### src/rtl/romscan_pkg.sv
package romscan_pkg;
  typedef enum logic [2:0] {
    PH_IDLE,
    PH_SEL,
    PH_LO,
    PH_HI,
    PH_TL,
    PH_TH
  } phase_t;

  localparam logic [1:0] OP_READ = 2'b10;
endpackage

### src/rtl/romscan_tick.sv
module romscan_tick #(
  parameter int HALF_DIV = 4
) (
  input  logic clk,
  input  logic rst,
  input  logic run_i,
  output logic tick_o
);
  localparam int CW = (HALF_DIV > 1) ? $clog2(HALF_DIV) : 1;
  localparam logic [CW-1:0] LAST = CW'(HALF_DIV - 1);

  logic [CW-1:0] cnt_q;

  always_ff @(posedge clk) begin
    if (rst || !run_i) begin
      cnt_q <= '0;
    end else if (cnt_q == LAST) begin
      cnt_q <= '0;
    end else begin
      cnt_q <= cnt_q + 1'b1;
    end
  end

  assign tick_o = run_i && (cnt_q == LAST);
endmodule

### src/rtl/romscan_seq.sv
module romscan_seq
  import romscan_pkg::*;
#(
  parameter int ADDR_W = 6,
  parameter int DATA_W = 16
) (
  input  logic              clk,
  input  logic              rst,
  input  logic              start_i,
  input  logic              tick_i,
  input  logic              ee_do_i,
  output logic              ee_sk_o,
  output logic              ee_cs_o,
  output logic              ee_di_o,
  output logic              busy_o,
  output logic              clr_o,
  output logic              wr_o,
  output logic [ADDR_W-1:0] wr_idx_o,
  output logic [DATA_W-1:0] wr_data_o,
  output logic              fin_o
);
  localparam int FRAME_W = 3 + ADDR_W;
  localparam int SLOTS   = FRAME_W + DATA_W;
  localparam int SW      = $clog2(SLOTS + 1);
  localparam logic [ADDR_W-1:0] LAST_WORD = '1;
  localparam logic [SW-1:0] LAST_SLOT = SW'(SLOTS - 1);
  localparam logic [SW-1:0] FIRST_DATA = SW'(FRAME_W);

  phase_t            phase_q;
  logic [SW-1:0]     slot_q;
  logic [ADDR_W-1:0] word_q;
  logic [DATA_W-1:0] shreg_q;
  logic [FRAME_W-1:0] frame;
  logic [SW-1:0]     slot_nx;
  logic              di_nx;

  assign frame   = {1'b1, OP_READ, word_q};
  assign slot_nx = (phase_q == PH_SEL) ? '0 : slot_q + 1'b1;

  always_comb begin
    di_nx = 1'b0;
    for (int i = 0; i < FRAME_W; i++) begin
      if (slot_nx == SW'(i)) di_nx = frame[FRAME_W-1-i];
    end
  end

  always_ff @(posedge clk) begin
    if (rst) begin
      phase_q   <= PH_IDLE;
      slot_q    <= '0;
      word_q    <= '0;
      shreg_q   <= '0;
      ee_sk_o   <= 1'b0;
      ee_cs_o   <= 1'b0;
      ee_di_o   <= 1'b0;
      clr_o     <= 1'b0;
      wr_o      <= 1'b0;
      wr_idx_o  <= '0;
      wr_data_o <= '0;
      fin_o     <= 1'b0;
    end else begin
      clr_o <= 1'b0;
      wr_o  <= 1'b0;
      fin_o <= 1'b0;
      if (phase_q == PH_IDLE) begin
        if (start_i) begin
          phase_q <= PH_SEL;
          word_q  <= '0;
          ee_cs_o <= 1'b1;
          ee_sk_o <= 1'b0;
          ee_di_o <= 1'b0;
          clr_o   <= 1'b1;
        end
      end else if (tick_i) begin
        case (phase_q)
          PH_SEL: begin
            phase_q <= PH_LO;
            slot_q  <= slot_nx;
            ee_di_o <= di_nx;
          end
          PH_LO: begin
            phase_q <= PH_HI;
            ee_sk_o <= 1'b1;
          end
          PH_HI: begin
            ee_sk_o <= 1'b0;
            if (slot_q >= FIRST_DATA) shreg_q <= {shreg_q[DATA_W-2:0], ee_do_i};
            if (slot_q == LAST_SLOT) begin
              phase_q   <= PH_TL;
              ee_cs_o   <= 1'b0;
              ee_di_o   <= 1'b0;
              wr_o      <= 1'b1;
              wr_idx_o  <= word_q;
              wr_data_o <= {shreg_q[DATA_W-2:0], ee_do_i};
            end else begin
              phase_q <= PH_LO;
              slot_q  <= slot_nx;
              ee_di_o <= di_nx;
            end
          end
          PH_TL: begin
            phase_q <= PH_TH;
            ee_sk_o <= 1'b1;
          end
          PH_TH: begin
            ee_sk_o <= 1'b0;
            if (word_q == LAST_WORD) begin
              phase_q <= PH_IDLE;
              fin_o   <= 1'b1;
            end else begin
              word_q  <= word_q + 1'b1;
              phase_q <= PH_SEL;
              ee_cs_o <= 1'b1;
            end
          end
          default: phase_q <= PH_IDLE;
        endcase
      end
    end
  end

  assign busy_o = (phase_q != PH_IDLE);

  AST_PIN_HOLD: assert property (@(posedge clk) disable iff (rst)
    ({ee_sk_o, ee_cs_o, ee_di_o} != $past({ee_sk_o, ee_cs_o, ee_di_o}))
      |-> ($past(tick_i) || $past(phase_q) == PH_IDLE));

  AST_IDLE_QUIET: assert property (@(posedge clk) disable iff (rst)
    (phase_q == PH_IDLE) |-> (!ee_sk_o && !ee_cs_o && !ee_di_o));

  AST_WORD_MONOTONIC: assert property (@(posedge clk) disable iff (rst)
    ((phase_q != PH_IDLE) && ($past(phase_q) != PH_IDLE)) |-> (word_q >= $past(word_q)));

  AST_CS_DROP_WITH_WRITE: assert property (@(posedge clk) disable iff (rst)
    wr_o |-> (!ee_cs_o && !ee_di_o));
endmodule

### src/rtl/romscan_store.sv
module romscan_store #(
  parameter int ADDR_W        = 6,
  parameter int DATA_W        = 16,
  parameter int STATION_WORDS = 3,
  parameter logic [DATA_W-1:0] SIGNATURE = 16'hBABA
) (
  input  logic                            clk,
  input  logic                            rst,
  input  logic                            clr_i,
  input  logic                            wr_i,
  input  logic [ADDR_W-1:0]               wr_idx_i,
  input  logic [DATA_W-1:0]               wr_data_i,
  input  logic                            fin_i,
  input  logic [ADDR_W-1:0]               rd_idx_i,
  output logic [DATA_W-1:0]               rd_word_o,
  output logic                            csum_ok_o,
  output logic [STATION_WORDS*DATA_W-1:0] station_o
);
  localparam int WORDS = 1 << ADDR_W;

  logic [DATA_W-1:0] mem [WORDS];
  logic [DATA_W-1:0] acc_q;
  logic [STATION_WORDS*DATA_W-1:0] stage_q;

  always_ff @(posedge clk) begin
    if (wr_i) mem[wr_idx_i] <= wr_data_i;
    rd_word_o <= mem[rd_idx_i];
  end

  always_ff @(posedge clk) begin
    if (rst) begin
      acc_q     <= '0;
      csum_ok_o <= 1'b0;
      station_o <= '0;
    end else begin
      if (clr_i) begin
        acc_q     <= '0;
        csum_ok_o <= 1'b0;
      end else if (wr_i) begin
        acc_q <= acc_q + wr_data_i;
      end
      if (fin_i) begin
        csum_ok_o <= (acc_q == SIGNATURE);
        station_o <= stage_q;
      end
    end
  end

  for (genvar g = 0; g < STATION_WORDS; g++) begin : g_stage
    always_ff @(posedge clk) begin
      if (rst) begin
        stage_q[g*DATA_W +: DATA_W] <= '0;
      end else if (wr_i && (wr_idx_i == ADDR_W'(g))) begin
        stage_q[g*DATA_W +: DATA_W] <= wr_data_i;
      end
    end
  end

  AST_CSUM_CLEARED: assert property (@(posedge clk) disable iff (rst)
    clr_i |=> !csum_ok_o);
endmodule

### src/rtl/romscan_top.sv
module romscan_top #(
  parameter int ADDR_W   = 6,
  parameter int DATA_W   = 16,
  parameter int HALF_DIV = 4,
  parameter logic [DATA_W-1:0] SIGNATURE = 16'hBABA
) (
  input  logic              clk,
  input  logic              rst,
  input  logic              start,
  input  logic              ee_do,
  input  logic [ADDR_W-1:0] rd_idx,
  output logic              ee_sk,
  output logic              ee_cs,
  output logic              ee_di,
  output logic              busy,
  output logic              done,
  output logic              csum_ok,
  output logic [3*DATA_W-1:0] station_addr,
  output logic [DATA_W-1:0] rd_word
);
  logic              tick;
  logic              clr;
  logic              wr;
  logic [ADDR_W-1:0] wr_idx;
  logic [DATA_W-1:0] wr_data;
  logic              fin;

  romscan_tick #(.HALF_DIV(HALF_DIV)) u_tick (
    .clk    (clk),
    .rst    (rst),
    .run_i  (busy),
    .tick_o (tick)
  );

  romscan_seq #(.ADDR_W(ADDR_W), .DATA_W(DATA_W)) u_seq (
    .clk       (clk),
    .rst       (rst),
    .start_i   (start),
    .tick_i    (tick),
    .ee_do_i   (ee_do),
    .ee_sk_o   (ee_sk),
    .ee_cs_o   (ee_cs),
    .ee_di_o   (ee_di),
    .busy_o    (busy),
    .clr_o     (clr),
    .wr_o      (wr),
    .wr_idx_o  (wr_idx),
    .wr_data_o (wr_data),
    .fin_o     (fin)
  );

  romscan_store #(
    .ADDR_W(ADDR_W), .DATA_W(DATA_W), .STATION_WORDS(3), .SIGNATURE(SIGNATURE)
  ) u_store (
    .clk       (clk),
    .rst       (rst),
    .clr_i     (clr),
    .wr_i      (wr),
    .wr_idx_i  (wr_idx),
    .wr_data_i (wr_data),
    .fin_i     (fin),
    .rd_idx_i  (rd_idx),
    .rd_word_o (rd_word),
    .csum_ok_o (csum_ok),
    .station_o (station_addr)
  );

  always_ff @(posedge clk) begin
    if (rst) done <= 1'b0;
    else     done <= fin;
  end

  AST_DONE_PULSE: assert property (@(posedge clk) disable iff (rst)
    done |=> !done);

  AST_DONE_IDLE: assert property (@(posedge clk) disable iff (rst)
    done |-> !busy);
endmodule

### config.mk
export PLATFORM = sky130hd
export DESIGN_NAME = romscan_top
export DESIGN_NICKNAME = d
export VERILOG_FILES = /design/src/rtl/romscan_pkg.sv /design/src/rtl/romscan_tick.sv /design/src/rtl/romscan_seq.sv /design/src/rtl/romscan_store.sv /design/src/rtl/romscan_top.sv
export SDC_FILE = /design/constraint.sdc
export NUM_CORES = 1
export LEC_CHECK = 0
export BUFFER_PORTS_ARGS = -buffer_cell sky130_fd_sc_hd__buf_2
export CORE_MARGIN = 2
export CORE_UTILIZATION = 40
export CTS_CLUSTER_DIAMETER = 80
export DETAILED_ROUTE_END_ITERATION = 8
export PLACE_DENSITY = 0.56
export SYNTH_ARGS = -nofsm -noshare
export SYNTH_HDL_FRONTEND = slang
export SYNTH_SLANG_ARGS = --single-unit
### constraint.sdc
create_clock -name clk -period 9.34 [get_ports clk]
set_input_delay 1.868 -clock clk [delete_from_list [all_inputs] [get_ports clk]]
set_output_delay 1.868 -clock clk [all_outputs]
set_load 0.02 [all_outputs]
Word level (Yosys, flattened, before mapping)
Memories as Yosys holds them, arrays and structs flattened. A register that Yosys moved wholly into a read port is not among the register bits.
Index checks and enable logic that the tools add are counted.
{"block": "word_totals", "regBits": 173, "latchBits": 0, "mem_bits_rw": 1024, "mem_bits_ro": 0, "inputBits": 10, "output_inout_bits": 70, "mem_count": 1}
{"block": "classes", "n_addsub": 4, "n_mul": 0, "n_div": 0, "n_lt_le_gt_ge": 1, "n_eq_ne": 24, "n_shift": 0, "n_mux": 44, "bitwise": 4, "reduce_logical": 32}
{"name": "u_store.mem", "depth": 64, "word_bits": 16, "rd": 1, "rd_clocked_by_memory_dff": 1, "wr": 1, "line_no": "romscan_store.sv:21", "source": "logic [DATA_W-1:0] mem [WORDS];"}
{"op": "$mux 6", "n": 5}
{"op": "$mux 1", "n": 28}
{"op": "$eq 5x3->1 const B", "n": 4}
{"op": "$add 16x16->16", "n": 1}
{"op": "$eq 16x16->1 const B", "n": 1}
{"op": "$reduce_and 4->1", "n": 4}
{"op": "$pmux 3 s5", "n": 1}
{"op": "$mux 3", "n": 4}
{"op": "$reduce_bool 3->1", "n": 4}
{"op": "$eq 5x2->1 const B", "n": 2}
{"op": "$mux 5", "n": 2}
{"op": "$pmux 5 s2", "n": 1}
{"op": "$reduce_or 2->1", "n": 5}
{"op": "$reduce_bool 2->1", "n": 4}
{"op": "$reduce_or 4->1", "n": 2}
{"op": "$add 6x1->6 const B", "n": 1}
{"op": "$eq 3x2->1 const B", "n": 2}
{"op": "$eq 3x3->1 const B", "n": 2}
{"op": "$eq 6x1->1 const B", "n": 1}
{"op": "$eq 6x2->1 const B", "n": 1}
{"op": "$eq 6x6->1 const B", "n": 1}
{"op": "$logic_not 6->1", "n": 1}
{"op": "$pmux 1 s2", "n": 3}
{"op": "$reduce_and 3->1", "n": 2}
{"op": "20 further kinds", "n": 27}

Logic depth before layout (Yosys ltp)
Gate-level depths: netlist (run 1).
{"block": "logic_depth", "depth_word": 16, "ltp_mapped": 9}

Cells and area by module
Synthesis (run 1) repeated with hierarchy kept, for this count alone.
{"block": "unflattened", "hier_cells": 2492, "hier_area_um2": 46952.5}
{"module": "romscan_store", "instances": 1, "cells_per_inst": 2171, "area_per_inst_um2": 44216.2}
{"module": "romscan_seq", "instances": 1, "cells_per_inst": 313, "area_per_inst_um2": 2616.3}
{"module": "romscan_tick", "instances": 1, "cells_per_inst": 6, "area_per_inst_um2": 86.3}
{"module": "romscan_top", "instances": 1, "cells_per_inst": 2, "area_per_inst_um2": 33.8}

Worst setup path after synthesis (run 1)
OpenSTA, ideal clock, no wires.
{"block": "synth_timing", "path_type": "input to register", "startpoint": "input port rd_idx[0]", "endpoint": "register u_store.rd_word_o[10] (read register of u_store.mem)", "setup_ns": 0.117, "t_arrival_ns": 3.586, "t_required_ns": 9.223, "path_slack_ns": 5.637, "stages": 7, "n_path_buf": 3, "path_cell_list": "buf_2 > buf_6 > buf_2 > mux4_2 > mux4_2 > o22ai_1 > nor2_1"}
{"item": "start: declaration", "line_no": "romscan_top.sv:11", "source": "input logic [ADDR_W-1:0] rd_idx,"}
{"item": "end: declaration", "line_no": "romscan_store.sv:15", "source": "output logic [DATA_W-1:0] rd_word_o,"}

==> results of run 1 <==
-- per-layer routing --
layer	GRT usage	part of all wire	up-vias
li1	-	-	10095
met1	0.260	0.42	12552
met5	0	0	-
met4	0.0492	0.018	0
met3	0.0336	0.061	165
met2	0.324	0.50	832
-- registers in the layout (all words and copies together), names as in the netlist, 2 cells and up --
name               cells
u_tick.cnt_q           2
u_store.mem         1024
u_store.rd_word_o     16
u_seq.phase_q          3
u_seq.shreg_q         15
u_seq.slot_q           5
u_store.stage_q       48
u_store.acc_q         16
u_seq.word_q           6
u_seq.wr_data_o       16
u_seq.wr_idx_o         6
u_store.station_o     48
-- final cells by class --
class                      instances  share of cell area
clock buffer                     173              0.0668
clock inverter                    62              0.0133
inverter                          13            0.000916
multi-input combinational       1067               0.214
sequential                      1213               0.648
tap                             1524              0.0358
timing repair buffer             168              0.0209
-- final timing paths --
check | startpoint | to | slack, ns | depth (start not counted)
setup / recovery | rd_idx[0] | u_store.rd_word_o[5] | 4.64 | 6
hold / removal | u_tick.cnt_q[0] | u_tick.cnt_q[0] | 0.44 | 1
setup reg to reg | u_seq.wr_o | u_store.stage_q[13] | 5.95 | 8
hold reg to reg | u_tick.cnt_q[0] | u_tick.cnt_q[0] | 0.44 | 1
-- power breakdown --
| group | internal, W | switching [W] |
|---|---|---|
| Sequential | 0.00580 | 0.0000176 |
| Clock | 0.00305 | 0.00209 |
| Combinational | 0.000166 | 0.000200 |
| Total | 0.00902 | 0.00231 |
-- worst max-delay path, delay by kind of cell --
family	cells	cell delay [ns]
AO/OA/AOI/OAI	1	0.61
AND/OR/NAND/NOR	1	0.09
buffers and inverters	2	1.48
multiplexers	2	1.11
-- metrics by stage --
stage,worst slack (ns),power [W],instances
2_1_floorplan,5.64,0.00618,2433
3_3_place_gp,3.77,0.00630,3985
3_5_place_dp,3.85,0.00630,3985
4_1_cts,4.61,0.0114,4220
5_1_grt,4.45,0.0116,4220
6_report,4.64,0.0113,4220
-- logic make-up after synthesis --
group           after synthesis  synth area share
flops                      1213             0.741
simple gates                450            0.0417
mux                         391             0.170
compound gates              195            0.0245
buf+inv                     153            0.0146
fa+ha+maj                    21           0.00580
xor+xnor                     10           0.00188
-- placed cells by master, fill, tap and decap left out, types with 71 or more instances in the layout --
cell type  Yosys  layout
dfxtp_1      189     172
a21oi_1      103     103
buf_4         12      89
mux4_2       320     320
clkbuf_16      0     135
nand2_1      166     166
mux2i_1       71      71
buf_2         20      75
nor2_1       177     170
edfxtp_1    1024    1024
==> metrics.txt, run 1 <==
Peak VDD IR 143 uV; area of the multi-input gates 11400 um2; Starting Density 0.402; synthesized net count 2464; drt drc 0; Global Route Usage Sum 0.193; share of the synthesized area in the top cell type 0.660; CP startpoint kind input pin; initial antenna violation count 4; Ys Warns 0; asr flop ratio synth 0; EDFF count, synth 1024; diode count 0; core area 116000 um2; Placer Congestion 0.786; final wirelength 115000 um; Critical Path RT 9.93 ns; register area share after synthesis 0.741; Post-CTS Setup Bufs 0; Reg clk slew, reported paths 0.06 ns; DRT iter0 DRCs 2339; Max Fclk 213 MHz; DIE WIDTH 345 um; CTS tree done; fin area 53300 um2; largest cells by area after synthesis edfxtp_1, mux4_2, dfxtp_1; max-cap viol count 0; final setup fails 0; vias in the first global route 24053; crit-path most repeated cell mux4_2; HP Class reg2reg; area leader, netlist edfxtp_1; fin util 0.460; largest net degree at the start of global routing 114; CP max stage delay 0.88 ns; Syn Area/Cell 19.1 um2; Worst slew margin 0.198; critical path cell sequence buf_8, buf_4, mux4_2, mux4_2, o22ai_1, nor2_1; slew of the pin with the lowest slew margin 1.20 ns; H-Tree Depth 4; mapped cell area 46600 um2; most frequent cell after synthesis edfxtp_1; flops & latches, synth 1213; status finished clean; final HPWL from detailed placement 64600 um; RSZ-0062 raised after global routing no; Final min period 4.70 ns; Die Height 345 um; # rows 125; FF+latch area 34600 um2; clk sink count 1213; Post-Syn Instances 2433; hold_ws 0.445 ns; I/O pin cnt 80; synth cell count leaders edfxtp_1, mux4_2, dfxtp_1, nor2_1, nand2_1; Root Buffer clkbuf_16; GR Overflow Total 0; Pins Over Slew Limit 0; Critical Path End Type register; Longest Clk Path Bufs 3; Yosys cell types 64; post-CTS resize count 0; Fillers 9650; CTS hold repair buffers 0; Crit Path Max Fanout 74; ratio of cells with drive above 1 in the final layout 0.266; WL/cell 27.2 um; Slowest-stage cell, CP buf_4; Antenna Violating Nets Remaining 0; Vias/cell 5.60; Lkg Pwr 17.3 nW; Final Hold Fails 0; Setup CP Type in2reg; Fin Setup TNS 0 ns; via count 23644; CTS Buf Count 131; fin crit share 0.503; Clock Latency Late Sink 0.75 ns; Worst Skew 0.0327 ns; first-pass GRT wire length 167000 um; CP arrival 5.29 ns; nets 2625; die area 119000 um2; DR pass1 iterations 7; Port Buffers 79; Area growth syn-to-layout 14.4%; Area after DPL 49000 um2; Main synth FF type edfxtp_1; Power per Cell Area 212 nW/um2
(Power assumes the default switching activity.)
==> inputs of run 2 (changes only) <==
--- a/config.mk
+++ b/config.mk
@@ -10,7 +10,7 @@
 export CORE_UTILIZATION = 40
 export CTS_CLUSTER_DIAMETER = 80
 export DETAILED_ROUTE_END_ITERATION = 8
-export PLACE_DENSITY = 0.56
+export PLACE_DENSITY = 0.58
 export SYNTH_ARGS = -nofsm -noshare
 export SYNTH_HDL_FRONTEND = slang
 export SYNTH_SLANG_ARGS = --single-unit
==> constraint.sdc (replaced) <==
create_clock -name clk -period 3.8 [get_ports clk]
set_input_delay 0.76 -clock clk [delete_from_list [all_inputs] [get_ports clk]]
set_output_delay 0.76 -clock clk [all_outputs]
set_load 0.02 [all_outputs]
==> metrics.txt, run 2 (synthesis results as in run 1) <==
Longest Clk Path Bufs 3 (unchanged); core area 116000 um2 (unchanged); CTS hold repair buffers 0 (unchanged); CP max stage delay 0.70 ns (-0.18 ns); Vias/cell 5.55 (-0.86%); # rows 125 (unchanged); CTS tree done; CTS Buf Count 130 (-0.76%); post-CTS resize count 0 (unchanged); Crit Path Max Fanout 32 (-57%); Die Height 345 um (unchanged); largest net degree at the start of global routing 143 (+25%); die area 119000 um2 (unchanged); Root Buffer clkbuf_16; most frequent cells in the layout edfxtp_1, mux4_2, nor2_1; Global Route Usage Sum 0.192 (about the same); Lkg Pwr 17.5 nW (+0.80%); hold_ws 0.336 ns (-0.109 ns); Critical Path RT 4.13 ns (-5.80 ns); critical path cell sequence inv_1, nor2_1, nand2_1, or2_2, inv_2; max reg flops 1024 (unchanged); worst hold path depth 3 (+2); Fin Setup TNS 0 ns (unchanged); Starting Density 0.402 (unchanged); Max Fclk 351 MHz; Final min period 2.85 ns; RR Startpoint u_seq.wr_o; Power per Cell Area 512 nW/um2 (+140%); Worst slew margin 0.198 (-0.000582); I/O pin cnt 80 (unchanged); HP Class in2reg; largest registers u_store.mem (1024), u_store.stage_q (48), u_store.station_o (48); first-pass GRT wire length 166000 um (-0.56%); Final Hold Fails 0 (unchanged); DR pass1 iterations 5 (-2); Area growth syn-to-layout 14.9%; slew of the pin with the lowest slew margin 1.20 ns (+0.00270 ns); CP arrival 3.18 ns (-2.11 ns); final HPWL from detailed placement 65700 um (+1.7%); max-cap viol count 0 (unchanged); final wirelength 115000 um (-0.11%); Port Buffers 79 (unchanged); Peak VDD IR 413 uV (+190%); Post-CTS Setup Bufs 0 (unchanged); Worst Hold Launch ee_do; Pins Over Slew Limit 0 (unchanged); Clock Latency Late Sink 0.73 ns (-0.02 ns); Reg clk slew, reported paths 0.06 ns (about the same); CP startpoint kind register; WL/cell 27.0 um (-0.84%); Slowest-stage cell, CP inv_2; Fillers 9587 (-0.65%); Worst Skew 0.0340 ns (+0.00127 ns); fin crit share 0.749; DIE WIDTH 345 um (unchanged); ratio of cells with drive above 1 in the final layout 0.271 (+0.00542); status finished clean; Antenna Violating Nets Remaining 0 (unchanged); Hold EP u_seq.wr_data_o[0]; DRT iter0 DRCs 2357 (+0.77%); H-Tree Depth 4 (unchanged); initial antenna violation count 3 (-1); vias in the first global route 24399 (+1.4%); reg2reg setup slack 0.95 ns (-5.00 ns); nets 2659 (+1.3%); Placer Congestion 0.812 (+3.3%); clk sink count 1213 (unchanged); final setup fails 0 (unchanged); worst r2r dst u_store.mem[0][2]; Worst R2R Path Depth 5 (-3); diode count 0 (unchanged); Critical Path End Type register; Most flops, register u_store.mem; RSZ-0062 raised after global routing no; Setup CP Type reg2reg; most common cell after layout, fill and taps aside edfxtp_1; GR Overflow Total 0 (unchanged); drt drc 0 (unchanged); via count 23613 (-0.13%)
-- run 2: layer usage --
layer / vias up / share of wire / track usage
met5: - / 0.00012 / 0
met4: 2 / 0.027 / 0.0672
met3: 179 / 0.070 / 0.0365
met2: 859 / 0.49 / 0.318
met1: 12396 / 0.41 / 0.256
li1: 10177 / - / -
-- run 2: how the worst max path moves through the flow --
| stage | start | to | slack, ns | cells past startpoint |
|---|---|---|---|---|
| 3_5_place_dp | rd_idx[0] | u_store.rd_word_o[12] | 0.25 | 7 |
| 4_1_cts | u_seq.wr_data_o[1] | u_store.acc_q[14] | 1.01 | 8 |
| 3_3_place_gp | rd_idx[0] | u_store.rd_word_o[12] | 0.29 | 7 |
| 2_1_floorplan | u_seq.wr_data_o[0] | u_store.acc_q[14] | 0.60 | 9 |
| 5_1_grt | u_seq.wr_data_o[1] | u_store.acc_q[14] | 0.78 | 8 |
| 6_report | u_seq.wr_o | u_store.mem[0][2] | 0.95 | 5 |
-- run 2: layout make-up --
type                            instances  area [um2]  share of cell area
Clock buffer                          169        3560              0.0664
Clock inverter                         62         541              0.0101
Inverter                               13        48.8            0.000912
Multi-Input combinational cell       1067       11400               0.213
Sequential cell                      1213       34600               0.646
Tap cell                             1524        1910              0.0356
Timing Repair Buffer                  203        1530              0.0285
-- run 2: worst max-delay path, delay by kind of cell (launching register included) --
| family | cells | cell delay, ns |
|---|---|---|
| DFF | 1 | 0.36 |
| and+or+nand+nor | 3 | 1.30 |
| buffers and inverters | 2 | 0.77 |
-- run 2: where the power goes --
| group | internal [W] | switching [W] |
|---|---|---|
| sequential | 0.0142 | 0.0000371 |
| clock | 0.00719 | 0.00498 |
| combinational | 0.000440 | 0.000489 |
-- run 2: metrics by stage --
step | instance area (um2) | total power (W) | util | std cells | setup slack [ns]
6_report | 53500 | 0.0274 | 0.462 | 4251 | 0.953
5_1_grt | 53500 | 0.0282 | 0.462 | 4251 | 0.776
4_1_cts | 53500 | 0.0276 | 0.462 | 4251 | 1.01
3_5_place_dp | 49400 | 0.0155 | 0.426 | 4020 | 0.250
3_3_place_gp | 49400 | 0.0155 | 0.426 | 4020 | 0.288
2_1_floorplan | 46600 | 0.0152 | - | 2433 | 0.598
